<file path="config.mk">
export PLATFORM = sky130hd
export DESIGN_NAME = burst_planner
export DESIGN_NICKNAME = d
export VERILOG_FILES = /design/src/rtl/bp_pkg.sv /design/src/rtl/bp_len_check.sv /design/src/rtl/bp_chunk.sv /design/src/rtl/burst_planner.sv
export SDC_FILE = /design/constraint.sdc
export NUM_CORES = 1
export LEC_CHECK = 0
export BUFFER_PORTS_ARGS = -buffer_cell sky130_fd_sc_hd__buf_2
export CAP_MARGIN = 20
export CORE_ASPECT_RATIO = 1.5
export CORE_UTILIZATION = 45
export CTS_CLUSTER_SIZE = 14
export DETAILED_ROUTE_END_ITERATION = 10
export PLACE_DENSITY = 0.7
export SYNTH_ARGS = -nofsm -noshare
export SYNTH_HDL_FRONTEND = slang
export SYNTH_SLANG_ARGS = --single-unit
</file>
<file path="constraint.sdc">
create_clock -name clk -period 5.9 [get_ports clk]
set_input_delay 1.77 -clock clk [delete_from_list [all_inputs] [get_ports clk]]
set_output_delay 1.77 -clock clk [all_outputs]
set_load 0.1 [all_outputs]
</file>
<file path="src/rtl/bp_pkg.sv">
package bp_pkg;
    typedef enum logic [2:0] {
        BT_SINGLE = 3'b000,
        BT_INCR   = 3'b001,
        BT_INCR4  = 3'b011,
        BT_INCR8  = 3'b101,
        BT_INCR16 = 3'b111
    } burst_e;

    typedef enum logic {
        ST_IDLE,
        ST_ISSUE
    } state_e;
endpackage

</file>
<file path="src/rtl/bp_len_check.sv">
module bp_len_check #(
    parameter int LEN_W = 6,
    parameter int HALF  = 32
) (
    input  logic [LEN_W-1:0] len,
    output logic             legal,
    output logic [LEN_W-1:0] eff
);
    always_comb begin
        legal = (len != '0) && ((len & (len - 1'b1)) == '0) && (len <= LEN_W'(32));
        eff   = (32'(len) > HALF) ? LEN_W'(HALF) : len;
    end
endmodule

</file>
<file path="src/rtl/bp_chunk.sv">
module bp_chunk
    import bp_pkg::*;
#(
    parameter int CNT_W = 16,
    parameter int LEN_W = 6
) (
    input  logic [CNT_W-1:0] rem,
    input  logic [LEN_W-1:0] max_len,
    input  logic             fixed,
    output logic [LEN_W-1:0] beats,
    output burst_e           burst
);
    logic [LEN_W-1:0] n;

    always_comb begin
        n = (rem < CNT_W'(max_len)) ? rem[LEN_W-1:0] : max_len;
        if (fixed) begin
            if (n >= LEN_W'(16)) begin
                beats = LEN_W'(16);
                burst = BT_INCR16;
            end else if (n >= LEN_W'(8)) begin
                beats = LEN_W'(8);
                burst = BT_INCR8;
            end else if (n >= LEN_W'(4)) begin
                beats = LEN_W'(4);
                burst = BT_INCR4;
            end else begin
                beats = LEN_W'(1);
                burst = BT_SINGLE;
            end
        end else begin
            beats = n;
            burst = (n == LEN_W'(1)) ? BT_SINGLE : BT_INCR;
        end
    end
endmodule

</file>
<file path="src/rtl/burst_planner.sv">
module burst_planner
    import bp_pkg::*;
#(
    parameter int ADDR_W         = 32,
    parameter int CNT_W          = 16,
    parameter int LEN_W          = 6,
    parameter int FIFO_DEPTH     = 64,
    parameter int BYTES_PER_BEAT = 4
) (
    input  logic              clk,
    input  logic              rst_n,
    input  logic              req_valid,
    input  logic              req_dir,
    input  logic [ADDR_W-1:0] req_addr,
    input  logic [CNT_W-1:0]  req_beats,
    input  logic [LEN_W-1:0]  cfg_len_tx,
    input  logic [LEN_W-1:0]  cfg_len_rx,
    input  logic              cfg_split,
    input  logic              cfg_fixed,
    output logic              req_ready,
    output logic              cfg_err,
    output logic              cmd_valid,
    input  logic              cmd_ready,
    output logic [ADDR_W-1:0] cmd_addr,
    output logic [LEN_W-1:0]  cmd_beats,
    output logic [2:0]        cmd_burst,
    output logic              done
);
    localparam int HALF = FIFO_DEPTH / 2;

    state_e            state_q, state_d;
    logic [ADDR_W-1:0] addr_q;
    logic [CNT_W-1:0]  rem_q;
    logic [LEN_W-1:0]  max_q;
    logic              fixed_q;
    logic              done_q;

    logic [LEN_W-1:0]  sel_len, eff_len, chunk_beats;
    logic              legal, take, fire, last;
    burst_e            chunk_burst;

    assign sel_len = (cfg_split && req_dir) ? cfg_len_rx : cfg_len_tx;

    bp_len_check #(.LEN_W(LEN_W), .HALF(HALF)) u_len (
        .len   (sel_len),
        .legal (legal),
        .eff   (eff_len)
    );

    bp_chunk #(.CNT_W(CNT_W), .LEN_W(LEN_W)) u_chunk (
        .rem     (rem_q),
        .max_len (max_q),
        .fixed   (fixed_q),
        .beats   (chunk_beats),
        .burst   (chunk_burst)
    );

    assign take = req_valid && (state_q == ST_IDLE) && legal && (req_beats != '0);
    assign fire = (state_q == ST_ISSUE) && cmd_ready;
    assign last = (rem_q == CNT_W'(chunk_beats));

    // next-state logic
    always_comb begin
        state_d = state_q;
        unique case (state_q)
            ST_IDLE:  if (take) state_d = ST_ISSUE;
            ST_ISSUE: if (fire && last) state_d = ST_IDLE;
        endcase
    end

    // state register
    always_ff @(posedge clk or negedge rst_n) begin
        if (!rst_n) state_q <= ST_IDLE;
        else        state_q <= state_d;
    end

    // request context and completion pulse
    always_ff @(posedge clk or negedge rst_n) begin
        if (!rst_n) begin
            addr_q  <= '0;
            rem_q   <= '0;
            max_q   <= '0;
            fixed_q <= 1'b0;
            done_q  <= 1'b0;
        end else begin
            done_q <= fire && last;
            if (take) begin
                addr_q  <= req_addr;
                rem_q   <= req_beats;
                max_q   <= eff_len;
                fixed_q <= cfg_fixed;
            end else if (fire) begin
                addr_q <= addr_q + ADDR_W'(chunk_beats) * ADDR_W'(BYTES_PER_BEAT);
                rem_q  <= rem_q - CNT_W'(chunk_beats);
            end
        end
    end

    // outputs
    always_comb begin
        req_ready = (state_q == ST_IDLE);
        cmd_valid = (state_q == ST_ISSUE);
        cfg_err   = !legal;
        cmd_addr  = addr_q;
        cmd_beats = chunk_beats;
        cmd_burst = chunk_burst;
        done      = done_q;
    end
endmodule

</file>
==> results of run 1 <==
worst min-delay path: stages, from the launching register on:
cell	delay [ps]
dfrtp_1	350
nand2_1	50
nand2_1	60
final timing paths:
kind | from | to | cells past startpoint
hold / removal | cmd_addr[2]$_DFFE_PN0P_ | cmd_addr[2]$_DFFE_PN0P_ | 2
setup / recovery | rem_q[2]$_DFFE_PN0P_ | cmd_beats[0] | 8
setup reg to reg | rem_q[2]$_DFFE_PN0P_ | cmd_addr[31]$_DFFE_PN0P_ | 15
min in group asynchronous | rst_n | cmd_addr[3]$_DFFE_PN0P_ | 2
hold reg to reg | cmd_addr[2]$_DFFE_PN0P_ | cmd_addr[2]$_DFFE_PN0P_ | 2
max in group asynchronous | rst_n | done$_DFF_PN0_ | 2
power by group through the flow:
stage          logic (µW)  registers (µW)  clock network, µW
2_1_floorplan        1200            1240                  0
3_3_place_gp         2070             715                  0
3_5_place_dp         2110             720                  0
4_1_cts              2120             717                533
5_1_grt              2270             743                548
6_report             2130             721                526
flip-flops by register name (all words and copies together), names as in the netlist:
signal / flops
max_q: 6
cmd_addr: 32
rem_q: 16
fixed_q: 1
done: 1
cmd_valid: 1
final cells by class:
| class | instances | area, µm² | share of cell area (%) |
|---|---|---|---|
| clock inverter | 3 | 40.04 | 0.8105 |
| sequential | 57 | 1426 | 28.88 |
| clock buffer | 12 | 256.5 | 5.193 |
| tap | 107 | 133.9 | 2.710 |
| timing repair buffer | 116 | 600.6 | 12.16 |
| multi-input combinational | 353 | 2404 | 48.66 |
| inverter | 21 | 78.83 | 1.596 |
per-layer routing:
layer	global-route usage, %	up-vias	part of all wire [%]
met5	0	-	0
met4	15.57	0	4.1
met3	5.349	37	4.6
met2	43.59	124	52
met1	27.94	1872	40
li1	-	1883	-
Yosys cell counts (all sizes together) (4+ instances only):
master and instances:
nand2 60, dfrtp 57, o21ai 43, a21oi 25, nor2 25, nand3 22, inv 21, clkbuf 16
ha 15, xor2 13, xnor2 11, a221o 10, nor4 10, a22oi 9, a211oi 7, a21o 7
and3 7, mux2 7, nor3 6, and2 5, nand4 5, o211ai 5, mux2i 4, nor3b 4
o31ai 4
metrics by stage:
stage,worst slack (ps),util (%)
3_3_place_gp,923.7,54.02
5_1_grt,722.7,57.66
4_1_cts,861.3,57.49
3_5_place_dp,884.4,54.02
2_1_floorplan,168.3,-
6_report,826.9,57.66
kinds of logic (layout without fill, tap and decap cells):
logic type / Yosys count / after routing / share of synthesized area [%]
AND/OR/NAND/NOR: 161 / 161 / 20.49
AO/OA/AOI/OAI: 138 / 138 / 24.74
flip-flops: 57 / 57 / 35.44
buffers and inverters: 40 / 152 / 4.880
XOR/XNOR: 24 / 24 / 5.222
adder cells (fa/ha/maj): 19 / 19 / 6.186
multiplexers: 11 / 11 / 3.046
==> metrics.md, run 1 <==
| Metric | Value |
|---|---|
| Share of cells above drive strength 1 | 28.65% |
| Number of failing setup endpoints in the final timing report | 0 |
| Worst path bufs/invs | 1 |
| Synthesized area per cell | 8.945 µm² |
| Wire per inst | 17.15 µm |
| #FFs+latches synth | 57 |
| Most frequent standard cell in the layout excluding fill and tap cells | buf_2 |
| Critical setup path kind | reg -> out |
| Clock skew | 4.910 ps |
| Final #Nets | 642 |
| Vias per inst | 5.854 |
| Number of max-slew violations in the final report | 0 |
| Slew of the pin with the lowest slew margin | 769.5 ps |
| Cell area after synthesis | 4025 µm² |
| Layout filler cell count | 772 |
| Final instance area | 4940 µm² |
| Slowest stage cell on the critical path | buf_2 |
| Drt pass-1 iters | 4 |
| Largest buffer count on any clock path | 2 |
| Sequential cell fraction of total power | 21.4% |
| Crit. End Element | primary output |
| Dominant cells by area after synthesis | dfrtp_1 35%, nand2_1 5.5%, o21ai_0 4.8% |
| Initial antenna violation count | 0 |
| Max rail drop VDD | 0.4893 mV |
| Portion of total power attributed to combinational logic | 63.0% |
| RSZ-0062 raised after global routing | no |
| Share of synthesized area occupied by flip-flops and latches | 35.44% |
| Leading cell types in the layout, fill and taps excluded | 111 x buf_2, 59 x nand2_1, 57 x dfrtp_1, 39 x o21ai_0, 25 x nor2_1 |
| Gpl congestion | 0.8304 |
| X dimension of the die | 79.22 µm |
| TritonCTS clock tree | yes |
| Core area | 8567 µm² |
| Share of total power in the clock network | 15.6% |
| Total setup buffers inserted after CTS | 0 |
| Cell count after placement | 653 |
| Power consumption | 3375 µW |
| Post-Syn Instances | 450 |
| Detailed placer's ending HPWL | 8.333 mm |
| Number of placed I/O pins | 112 |
| Number of nets in the synthesized netlist | 534 |
| Switching power of the nets | 1924 µW |
| Post-layout minimum cycle time | 5073 ps |
| DRT antenna net count | 0 |
| Vertical die dimension | 117.8 µm |
| Relative slew slack | 48.70% |
| Required time at the worst-slack endpoint | 4130 ps |
| Vias in the first global route | 3901 |
| Deepest level of the CTS H-tree | 3 |
| Net switching share of the total power | 57.00% |
| First-pass GRT wire length | 18.22 mm |
| CP Data Arrival Time | 3300 ps |
| Non-Filler Instances | 669 |
| Distinct cell type count of the synthesized netlist | 77 |
| Die Area | 9334 µm² |
| Placed cell area | 4628 µm² |
| IO Port Bufs | 111 |
| Register clock-pin slew on the reported worst setup and hold paths | 50 ps |
| Number of warnings issued by yosys | 0 |
| Area leader, netlist | dfrtp_1 |
| Internal power | 1451 µW |
| Relative area change from synthesis to final layout | 22.72% |
| Maximum number of pins on one net before global-route repair | 58 |
| Total power divided by cell area | 683.2 nW/µm² |
| Ys async rst share | 100.0% |
| Gates resized, CTS repair | 0 |
| Largest stage delay, worst path | 490 ps |
| Overflow left after global routing | 0 |
| TritonCTS buffer count | 9 |
| Initial core utilization | 46.98% |
| Total of hold buffers inserted after clock tree synthesis | 0 |
| Number of enable-type register cells in the synthesized netlist | 0 |
| Flop-to-flop setup slack | 1370 ps |
| Maxcap violations | 0 |
| Startpoint type of the worst setup path | flop |
| Count of vias placed by the detailed router | 3916 |
| Fin. Hold Viols | 0 |
| Crit path max-delay family | compound AO/OA/AOI/OAI gates |
| Total Wirelength | 11.47 mm |
| Ordered list of cells on the worst path | ha_1 -> o21a_1 -> o2111a_1 -> a21oi_4 -> mux2i_1 -> o21ai_0 -> a21oi_1 -> buf_2 |
| Total routing resource utilization after global routing | 25.40% |
| Maximum fanout along the worst path | 8 |
| Dominant synthesized flop cell | dfrtp_1 |
| Total leakage power | 0.002342 µW |
| Fin Setup TNS | 0 ps |
| Result of the run | complete, no violations |
| Tightest hold margin | 496.0 ps |
| Sink Count | 57 |
| Root cell of the clock tree | clkbuf_16 |
| Share of the clock period used by the worst path | 85.99% |
| Source-to-sink clock delay at the later pin of the worst-skew pair | 340 ps |
| Maximum operating frequency | 0.1971 GHz |
| Row cnt | 41 |
| Number of violations reported at the end of detailed-routing iteration 0 | 277 |
| Hold Crit Class | reg -> reg |
| Fraction of synthesized cell area taken by the top area cell type | 35.44% |
| Antenna diode count | 0 |
| Total DRC errors in the routed layout | 0 |
No activity file was read; power rests on OpenSTA's default activity.
==> run 2: changes to the inputs <==
--- a/config.mk
+++ b/config.mk
@@ -5,13 +5,15 @@
 export SDC_FILE = /design/constraint.sdc
 export NUM_CORES = 1
 export LEC_CHECK = 0
+export ABC_AREA = 1
 export BUFFER_PORTS_ARGS = -buffer_cell sky130_fd_sc_hd__buf_2
 export CAP_MARGIN = 20
 export CORE_ASPECT_RATIO = 1.5
 export CORE_UTILIZATION = 45
+export CTS_BUF_LIST = sky130_fd_sc_hd__clkbuf_4 sky130_fd_sc_hd__clkbuf_8
 export CTS_CLUSTER_SIZE = 14
 export DETAILED_ROUTE_END_ITERATION = 10
-export PLACE_DENSITY = 0.7
+export PLACE_DENSITY = 0.69
 export SYNTH_ARGS = -nofsm -noshare
 export SYNTH_HDL_FRONTEND = slang
 export SYNTH_SLANG_ARGS = --single-unit
==> run 2 against run 1 <==
Compared with the run above:
- final area rose by 13%
- clock skew rose by 4.7 ps
- final cell count rose by 44%
- global-route usage rose by 1.8 points
- die area rose by 17%
- setup slack got worse by 250 ps
- first-iteration DRC count rose by 4.7%
- worst hold slack barely moved
- sequential share of layout area fell by 3.3 points
- routed wire length rose by 24%
==> metrics.md, run 2 <==
| Metric | Value |
|---|---|
| TritonCTS clock tree | yes |
| Number of flip-flops in the largest register | 32 (unchanged) |
| Total setup buffers inserted after CTS | 0 (unchanged) |
| Placed cell area | 5400 µm² (+17%) |
| Leading cell types in the layout, fill and taps excluded | 222 x nand2_1, 111 x buf_2, 97 x inv_1, 62 x nand3_1, 57 x dfrtp_1 |
| Number of nets in the synthesized netlist | 793 (+49%) |
| Slowest stage cell on the critical path | buf_2 |
| First-pass GRT wire length | 23.06 mm (+27%) |
| Clock skew | 9.575 ps (+4.665 ps) |
| Overflow left after global routing | 0 (unchanged) |
| Maximum fanout along the worst path | 8 (unchanged) |
| Share of cells above drive strength 1 | 21.97% (-6.7 points) |
| Vertical die dimension | 127.5 µm (+8.2%) |
| Share of synthesized area occupied by flip-flops and latches | 30.17% (-5.3 points) |
| Largest stage delay, worst path | 410 ps (-80 ps) |
| Startpoint type of the worst setup path | primary input |
| Total routing resource utilization after global routing | 27.16% (+1.8 points) |
| Row cnt | 45 (+9.8%) |
| X dimension of the die | 85.70 µm (+8.2%) |
| Ys async rst share | 100.0% (unchanged) |
| Hold Crit Class | reg -> reg |
| Die Area | 10930 µm² (+17%) |
| Launch point of the worst hold path | cmd_addr[0]$_DFFE_PN0P_ |
| Total leakage power | 0.002899 µW (+24%) |
| Sequential cell fraction of total power | 22.8% (+1.4 points) |
| Most frequent standard cell in the layout excluding fill and tap cells | nand2_1 |
| Most frequent cells after synthesis | 222 x nand2_1, 97 x inv_1, 62 x nand3_1, 57 x dfrtp_1, 35 x nor2_1 |
| Largest buffer count on any clock path | 2 (unchanged) |
| Sink Count | 57 (unchanged) |
| Root cell of the clock tree | clkbuf_8 |
| #FFs+latches synth | 57 (unchanged) |
| Cell depth of the worst hold path | 2 (unchanged) |
| Source-to-sink clock delay at the later pin of the worst-skew pair | 350 ps (about the same) |
| Number of warnings issued by yosys | 0 (unchanged) |
| Number of enable-type register cells in the synthesized netlist | 0 (unchanged) |
| Net switching share of the total power | 62.48% (+5.5 points) |
| Area leader, netlist | dfrtp_1 |
| Total of hold buffers inserted after clock tree synthesis | 0 (unchanged) |
| Relative slew slack | 47.01% (-1.7 points) |
| Required time at the worst-slack endpoint | 4130 ps (about the same) |
| Internal power | 1245 µW (-14%) |
| Detailed placer's ending HPWL | 10.78 mm (+29%) |
| Register clock-pin slew on the reported worst setup and hold paths | 60 ps (about the same) |
| CP most frequent cell | nand2_1 |
| Number of failing setup endpoints in the final timing report | 0 (unchanged) |
| Number of cells on the worst reg-to-reg path | 20 (+5) |
| Gates resized, CTS repair | 0 (unchanged) |
| Final #Nets | 903 (+41%) |
| Final instance area | 5582 µm² (+13%) |
| Relative area change from synthesis to final layout | 18.05% |
| Core area | 10190 µm² (+19%) |
| Critical setup path kind | in -> out |
| Dominant synthesized flop cell | dfrtp_1 |
| RSZ-0062 raised after global routing | no |
| Share of the clock period used by the worst path | 90.20% (+4.2 points) |
| Distinct cell type count of the synthesized netlist | 46 (-40%) |
| Initial core utilization | 46.40% (-0.59 points) |
| IO Port Bufs | 111 (unchanged) |
| Post-Syn Instances | 709 (+58%) |
| Crit. End Element | primary output |
| Layout filler cell count | 1035 (+34%) |
| Post-layout minimum cycle time | 5322 ps (+248.4 ps) |
| Deepest level of the CTS H-tree | 3 (unchanged) |
| Power consumption | 3319 µW (-1.7%) |
| Count of vias placed by the detailed router | 5097 (+30%) |
| Share of total power in the clock network | 10.5% (-5.1 points) |
| Slew of the pin with the lowest slew margin | 793.9 ps (+24.40 ps) |
| Fin. Hold Viols | 0 (unchanged) |
| Fraction of synthesized cell area taken by the top area cell type | 30.17% (-5.3 points) |
| Total power divided by cell area | 594.6 nW/µm² (-13%) |
| Gpl congestion | 0.9520 (+15%) |
| Max rail drop VDD | 0.4075 mV (-17%) |
| Vias in the first global route | 5000 (+28%) |
| Fin Setup TNS | 0 ps (unchanged) |
| Drt pass-1 iters | 5 (+1) |
| Number of violations reported at the end of detailed-routing iteration 0 | 290 (+4.7%) |
| Total Wirelength | 14.23 mm (+24%) |
| CP Data Arrival Time | 3550 ps (+250 ps) |
| Most frequent cell after synthesis | nand2_1 |
| Initial antenna violation count | 0 (unchanged) |
| Vias per inst | 5.282 (-9.8%) |
| Ordered list of cells on the worst path | buf_2 -> nand2_2 -> mux2i_1 -> nand2_1 -> inv_2 -> nand2_1 -> inv_2 -> nand2_1 -> nor2_1 -> nor4_4 -> inv_1 -> buf_2 |
| Number of max-slew violations in the final report | 0 (unchanged) |
| Number of placed I/O pins | 112 (unchanged) |
| Antenna diode count | 0 (unchanged) |
| Maximum operating frequency | 0.1879 GHz (-4.7%) |
| Startpoint of the lowest-slack register-to-register path | rem_q[5]$_DFFE_PN0P_ |
| Maxcap violations | 0 (unchanged) |
| Worst Setup SP | cfg_split |
| Cell area after synthesis | 4728 µm² (+17%) |
| Switching power of the nets | 2074 µW (+7.8%) |
| Portion of total power attributed to combinational logic | 66.7% (+3.7 points) |
| Dominant cells by area after synthesis | dfrtp_1 30%, nand2_1 18%, inv_1 7.7% |
| Maximum number of pins on one net before global-route repair | 58 (unchanged) |
| Result of the run | complete, no violations |
| Total DRC errors in the routed layout | 0 (unchanged) |
| TritonCTS buffer count | 9 (unchanged) |
| Wire per inst | 14.74 µm (-14%) |
| Synthesized area per cell | 6.669 µm² (-25%) |
| DRT antenna net count | 0 (unchanged) |
run 2: cell types whose count changed in the layout (fill, tap and decap cells not counted), moves of 11 or more:
cell | previous run | this run
nand2_1 | 59 | 222
nand3_1 | 22 | 62
o21ai_0 | 39 | 26
inv_2 | 0 | 11
inv_1 | 21 | 97
nand2_2 | 1 | 18
o21ai_1 | 3 | 24
run 2: kinds of logic after synthesis:
kind of cell             after synthesis  synth area share, %
AND/OR/NAND/NOR                      397                38.85
XOR/XNOR                              11                2.038
buffers and inverters                125                10.58
multiplexers                           4               0.8468
AO/OA/AOI/OAI                         98                12.70
flip-flops                            57                30.17
adder cells (fa/ha/maj)               17                4.816
run 2: final cells by class:
| cell class | count | area [µm²] | area share [%] |
|---|---|---|---|
| Timing Repair Buffer | 115 | 585.6 | 10.49 |
| Tap cell | 141 | 176.4 | 3.161 |
| Multi-Input combinational cell | 527 | 2801 | 50.19 |
| Clock inverter | 3 | 15.01 | 0.2690 |
| Inverter | 109 | 410.4 | 7.353 |
| Clock buffer | 13 | 166.4 | 2.981 |
| Sequential cell | 57 | 1426 | 25.55 |
run 2: layer usage:
metal	wire (µm)	GRT usage (%)
met5	0	0
met2	7765	52.80
met3	719	4.005
met1	5321	28.12
met4	420	12.16
run 2: final timing paths:
| check | slack [ps] | endpoint |
|---|---|---|
| max in group asynchronous | 3820 | rem_q[11]$_DFFE_PN0P_ |
| setup reg to reg | 2190 | cmd_addr[17]$_DFFE_PN0P_ |
| setup / recovery | 580 | cfg_err |
| hold reg to reg | 500 | cmd_addr[0]$_DFFE_PN0P_ |
| hold / removal | 500 | cmd_addr[0]$_DFFE_PN0P_ |
| min in group asynchronous | 1570 | cmd_addr[22]$_DFFE_PN0P_ |
run 2: metrics by stage:
stage,setup WS (ps),instances,utilization [%],hold WS [ps]
detailed placement,596.7,949,52.99,480.6
global placement,730.7,949,52.99,461.7
CTS,589.8,965,54.77,497.1
global route,453.5,965,54.77,520.5
floorplan,290.7,709,-,451.7
finish,578.4,965,54.77,495.6
run 2: worst max-delay path: cells and delay by family:
family	cells	cell delay [ps]
buffers and inverters	5	700
and+or+nand+nor	6	720
muxes	1	340
run 2: power groups by stage:
stage	Combinational, µW	Clock [µW]	Sequential (µW)
2_1_floorplan	1180	0	1340
3_3_place_gp	2170	0	751
3_5_place_dp	2200	0	758
4_1_cts	2210	354	753
5_1_grt	2390	366	779
6_report	2210	347	758
